File: src/rtl/tdq_pkg.sv
package tdq_pkg;

    // Registered pin pair of one channel: data plus its output-enable
    typedef struct packed {
        logic data;
        logic oe;
    } tdq_pin_t;

    // Number of step stages for an address width (all codes except zero)
    function automatic int unsigned step_count(input int unsigned aw);
        return (1 << aw) - 1;
    endfunction

    // Width of a counter able to reach n
    function automatic int unsigned cnt_width(input int unsigned n);
        return $clog2(n + 1);
    endfunction

endpackage

File: src/rtl/tdq_chain.sv
module tdq_chain #(
    parameter int unsigned AW = 4
) (
    input  logic          clk,
    input  logic          rst,
    input  logic          din,
    input  logic [AW-1:0] sel,
    output logic          head,
    output logic          tap_out
);
    localparam int unsigned NSTEP = tdq_pkg::step_count(AW);
    localparam int unsigned NTAP  = NSTEP + 1;

    logic             in_q;
    logic [NSTEP-1:0] stage;
    logic [NTAP-1:0]  taps;

    always_ff @(posedge clk) begin
        if (rst) in_q <= 1'b0;
        else     in_q <= din;
    end

    for (genvar i = 0; i < NSTEP; i++) begin : g_stage
        if (i == 0) begin : g_first
            always_ff @(posedge clk) begin
                if (rst) stage[i] <= 1'b0;
                else     stage[i] <= in_q;
            end
        end else begin : g_next
            always_ff @(posedge clk) begin
                if (rst) stage[i] <= 1'b0;
                else     stage[i] <= stage[i-1];
            end
        end
    end

    assign taps    = {stage, in_q};
    assign tap_out = taps[sel];
    assign head    = in_q;

endmodule

File: src/rtl/tdq_settle.sv
module tdq_settle #(
    parameter int unsigned AW = 4
) (
    input  logic clk,
    input  logic rst,
    input  logic din,
    input  logic head,
    output logic settled
);
    localparam int unsigned NSTEP = tdq_pkg::step_count(AW);
    localparam int unsigned CW    = tdq_pkg::cnt_width(NSTEP);
    localparam logic [CW-1:0] RUN_MAX = CW'(NSTEP);

    logic [CW-1:0] run_cnt;

    always_ff @(posedge clk) begin
        if (rst)                 run_cnt <= '0;
        else if (din != head)    run_cnt <= '0;
        else if (run_cnt != RUN_MAX) run_cnt <= run_cnt + 1'b1;
    end

    assign settled = (run_cnt == RUN_MAX);

endmodule

File: src/rtl/tdq_out.sv
module tdq_out (
    input  logic clk,
    input  logic rst,
    input  logic tap,
    input  logic en,
    output logic data,
    output logic oe
);
    tdq_pkg::tdq_pin_t pin_q, pin_d;

    always_comb begin
        pin_d.oe   = en;
        pin_d.data = en & tap;
    end

    always_ff @(posedge clk) begin
        if (rst) pin_q <= '0;
        else     pin_q <= pin_d;
    end

    assign data = pin_q.data;
    assign oe   = pin_q.oe;

endmodule

File: src/rtl/tap_delay_quad.sv
module tap_delay_quad #(
    parameter int unsigned NCH = 4,
    parameter int unsigned AW  = 4
) (
    input  logic             clk,
    input  logic             rst,
    input  logic [NCH-1:0]   din,
    input  logic [NCH*AW-1:0] tap_sel,
    input  logic [NCH-1:0]   chan_en,
    output logic [NCH-1:0]   dout,
    output logic [NCH-1:0]   dout_oe,
    output logic [NCH-1:0]   settled
);
    logic [NCH-1:0] head;
    logic [NCH-1:0] tap;

    for (genvar c = 0; c < NCH; c++) begin : g_ch
        tdq_chain #(.AW(AW)) u_chain (
            .clk    (clk),
            .rst    (rst),
            .din    (din[c]),
            .sel    (tap_sel[c*AW +: AW]),
            .head   (head[c]),
            .tap_out(tap[c])
        );

        tdq_settle #(.AW(AW)) u_settle (
            .clk    (clk),
            .rst    (rst),
            .din    (din[c]),
            .head   (head[c]),
            .settled(settled[c])
        );

        tdq_out u_out (
            .clk (clk),
            .rst (rst),
            .tap (tap[c]),
            .en  (chan_en[c]),
            .data(dout[c]),
            .oe  (dout_oe[c])
        );
    end

endmodule

File: config.mk
export PLATFORM = sky130hd
export DESIGN_NAME = tap_delay_quad
export DESIGN_NICKNAME = d
export VERILOG_FILES = /design/src/rtl/tdq_pkg.sv /design/src/rtl/tdq_chain.sv /design/src/rtl/tdq_settle.sv /design/src/rtl/tdq_out.sv /design/src/rtl/tap_delay_quad.sv
export SDC_FILE = /design/constraint.sdc
export NUM_CORES = 1
export LEC_CHECK = 0
export BUFFER_PORTS_ARGS = -buffer_cell sky130_fd_sc_hd__clkbuf_2
export CAP_MARGIN = 20
export CORE_ASPECT_RATIO = 1.25
export CORE_UTILIZATION = 57
export CTS_CLUSTER_DIAMETER = 120
export DETAILED_ROUTE_END_ITERATION = 8
export HOLD_SLACK_MARGIN = 0.1
export PLACE_DENSITY_LB_ADDON = 0.05
export SETUP_SLACK_MARGIN = 0.05
export SLEW_MARGIN = 0
export SYNTH_ARGS = -nofsm -noshare
export SYNTH_HDL_FRONTEND = slang
export SYNTH_SLANG_ARGS = --single-unit
File: constraint.sdc
create_clock -name clk -period 1.65 [get_ports clk]
set_input_delay 0.0825 -clock clk [delete_from_list [all_inputs] [get_ports clk]]
set_output_delay 0.0825 -clock clk [all_outputs]
set_load 0.02 [all_outputs]
After elaboration in Yosys (flattened, before gate mapping)
Index checks and enable logic that the tools add are counted.
Widths: inputs -> output; s select.

cells by class
  $add $sub $neg = 4
  multipliers = 0
  div/mod/pow operators = 0
  order comparisons = 4
  equality and inequality tests = 12
  shift operators = 0
  mux-type cells = 8
  bitwise logic cells = 4
  reductions and logical operators = 4

operators by type and width
  kind                 count
  $lt 4x5->1 const B   4
  $add 4x1->4 const B  4
  $bmux 1 s4           4
  $eq 4x4->1 const B   4
  $ne 4x4->1 const B   4
  $reduce_or 2->1      4
  $and 1x1->1          4
  $mux 1               4
  $ne 1x1->1           4

storage, ports and cells
  register bits after elaboration = 88
  latch bits = 0
  RAM bits = 0
  bits in read-only memories = 0
  input port bits = 26
  output and inout bits = 12
  word-level logic and storage cells = 112
  memories = 0

Logic depth before layout (Yosys ltp)
  word-level depth = 3
  mapped depth = 5
  mapped depth without buffers = 4

By module
A second synthesis with hierarchy kept.

second synthesis, totals
  cells, all modules = 260
  area total of the unflattened synthesis = 3208.1 um^2

by module, submodules not included
  module      times used  cells an instance  area an instance (um^2)  sequential area each (um^2)
  tdq_chain   4           40                 559.3                    320.3
  tdq_settle  4           21                 187.7                    80.1
  tdq_out     4           4                  55.1                     40.0

Least setup slack after synthesis
OpenSTA, ideal clock, no wires.

  path kind = reg-to-reg
  from = register g_ch[0].u_settle.run_cnt[0]
  to = register g_ch[0].u_settle.run_cnt[1]
  setup time = 0.116 ns
  arrival time = 1.090 ns
  data required time = 1.534 ns
  setup slack = 0.443 ns
  cell stages (with the launch flop) = 6
  buffers on the path = 1
  clock period less this slack = 1.207 ns
  path through = dfxtp_1 ha_1 and3_1 clkbuf_1 mux2i_1 nor2_1

between the ends
  cells in the longest elaborated chain, start to end = 1
  elaborated cells between the ends (all ways) = 2
  those cells by class = add/sub (1); eq/ne (1)

ends and longest elaborated chain
  element                                    line              text
  start, declared                            tdq_settle.sv:14  logic [CW-1:0] run_cnt;
  start signal, assigned                     tdq_settle.sv:19  else if (run_cnt != RUN_MAX) run_cnt <= run_cnt + 1'b1;
  $add 4x1->4 or $ne 4x4->1 (tied branches)  tdq_settle.sv:19

Parallel ways exist; a longest one is shown, timed or not.
A chain may end at the register's enable or synchronous reset.

Worst setup path after layout
  from = register g_ch[2].u_settle.run_cnt[0]
  to = output port settled[2]

between the ends
  cells in the longest elaborated chain, start to end = 1

ends and longest elaborated chain
  element                 line                  text
  start, declared         tdq_settle.sv:14
  start signal, assigned  tdq_settle.sv:19
  $eq 4x4->1              tdq_settle.sv:22      assign settled = (run_cnt == RUN_MAX);
  end, declared           tap_delay_quad.sv:12  output logic [NCH-1:0] settled

Every way passes these cells.

==> impl_metrics.ini <==
[outcome]
status = finished, final reports clean

[floorplanning]
die_height_um = 87.39
rows = 30
dieArea_um2 = 6144
dieWidth_um = 70.31
core_area_um2 = 5518
boundaryPins = 38
start_util_pct = 60.25

[route]
via_per_inst = 4.990
via_count = 2061
drt_wl_total_um = 5251
drt_pass1_iterations = 4
drtIter0Drc = 79
wl_per_cell_um = 12.71
drcViolationCount = 0
drtAntennaViolNets = 0

[global_routing]
track_usage_pct = 19.45
grt_first_pass_wirelength_um = 9197
grt_pass1_vias = 2054
grt_max_degree = 30
antenna_found_initial = 0
overflow = 0

[timing]
fin_skew_ps = 3.148
min_period_ps = 1506
setup_viol = 0
maxSlewViolCount = 0
grt_setup_unrepaired = no
hold_violations = 0
max-slew-margin-rel_pct = 78.70
worstMarginPinSlew_ps = 315.6
setup-tns-final_ps = 0
finalCritPeriodShare_pct = 91.29
max_freq_ghz = 0.6639

[worst_setup_path]
slowest_stage = dfxtp_1
slowest_delay_ps = 400
worstPathCellList = ha_2, and3_1, clkbuf_2
crit_fanout = 4
endpoint_kind = output pin
crit_family = flip-flops
cp_data_required_time_ps = 1570
cp-start-kind = flop
worst-path-buf-inv = 1
crit_type = reg2out
worstPathArrival_ps = 1420

[power_and_ir_drop]
vdd_drop_max_mv = 0.5279
p_per_area_nw_per_um2 = 985.3
p_leak_nw = 1.557
power_mw = 3.714

[logic_synthesis]
syn_area_um2 = 3324
synth_top_cell_by_area = dfxtp_1
synthArstFlopShare_pct = 0
synth_flop_cell = dfxtp_1
avgSynthCellArea_um2 = 10.86
ys_warn_count = 0
ys_types = 29
synth_top_area_share_pct = 52.99
synthTopCellsByArea = dfxtp_1, nor2b_1, mux2i_1
synth_edf_count = 0
yosysMostFrequentCell = dfxtp_1
yosysSeqAreaShare_pct = 52.99
synth.net_count = 336
ys_seq_elements = 88
postSynthCellCount = 306
synth_common_cells = dfxtp_1, nor2b_1, mux2i_1, nor2_1, buf_4

[finish]
drive_gt1_share_pct = 19.77
regArea_um2 = 1762
diodes = 0
area_growth_pct = 13.40
num-fill-cells = 443
nets = 374
multi_input_area_um2 = 1404

[place]
dp_hpwl_um = 3572
io_buffers = 37
routabilityCongestion = 0.7077

[clocking]
clkSinkCount = 88
cts_max_path_buffers = 2
cts_root_buffer = clkbuf_8
cts_tree = done
post_cts_buffers = 0
cts_made_buffers = 9
path_clk_slew_ps = 80
clk_latency_ps = 340
cts_max_level = 3

[flow_run]
cap_violations = 0

[min_path]
hp-class = in2reg
-- worst register-to-register path, delay by kind of cell, from the launching register on --
family | cells | cell delay [ps]
mux | 1 | 450
compound gates | 3 | 350
flops | 1 | 340
-- worst paths after layout --
kind | slack (ps) | end | startpoint | cells after the start
setup / recovery | 140 | settled[2] | g_ch[2].u_settle.run_cnt[0] | 3
hold / removal | 130 | g_ch[2].u_out.data | tap_sel[9] | 4
setup reg to reg | 410 | g_ch[3].u_out.data | g_ch[3].u_chain.head | 4
hold reg to reg | 460 | g_ch[0].u_chain.stage[13] | g_ch[0].u_chain.stage[12] | 1
-- cell usage in the layout, fill, tap and decap left out, drive strengths merged, types with 5 or more instances in the layout --
cell type / instances
nand2b: 10
nand2: 8
nand3: 9
nor2b: 68
dlygate4sd3: 12
dfxtp: 88
buf: 5
nor2: 16
clkbuf: 49
mux2i: 16
mux4: 8
nor3: 8
nand3b: 6
-- sequential cells by signal, summed over array words and instances, names as in the netlist --
register,cells
g_ch.u_chain.head,4
g_ch.u_chain.stage,60
g_ch.u_out.data,4
g_ch.u_out.oe,4
g_ch.u_settle.run_cnt,16
-- repair_timing --
item / in CTS / in global routing
endpoints found under the setup margin: 0 / 1
hold buffers: 12 / 0
gates resized for setup: 0 / 1
hold endpoints to repair: 12 / 0
-- report_power, final --
group          switching, mW  total, mW  internal, mW
combinational          0.128      0.259         0.131
sequential            0.0281       2.19          2.16
clock                  0.687       1.27         0.580
-- stage by stage --
step	setup WS, ps	cell area (um^2)	util, %	cells	hold slack, ps
floorplan	443.1	3324	-	306	161.9
global placement	396.4	3482	63.11	385	325.9
detailed placement	362.1	3482	63.11	385	332.1
CTS	119.9	3767	68.28	413	114.7
global route	51.45	3770	68.32	413	139.8
finish	143.7	3770	68.32	413	128.8
-- kinds of logic after synthesis --
logic type	after synthesis	share of synthesized area [%]
AO/OA/AOI/OAI	17	3.876
XOR/XNOR	8	2.107
adder cells (fa/ha/maj)	4	1.506
buffers and inverters	28	4.855
flip-flops	88	52.99
multiplexers	28	11.70
AND/OR/NAND/NOR	133	22.96
-- per-layer routing --
metal  global-route usage [%]  up-vias  wire length (um)
met5                        0        -                 0
met2                    29.26       30              2397
met1                    25.82      924              2610
li1                         -     1098                 -
met4                    10.91        0               110
met3                    4.514        9               132
-- layout make-up --
class | count | share of cell area [%]
multi-input combinational | 190 | 37.24
tap | 64 | 2.124
sequential | 88 | 46.73
clock buffer | 12 | 3.850
clock inverter | 4 | 0.5310
timing repair buffer | 54 | 9.426
inverter | 1 | 0.09957
Note: power is estimated with default switching activity, not from simulation.
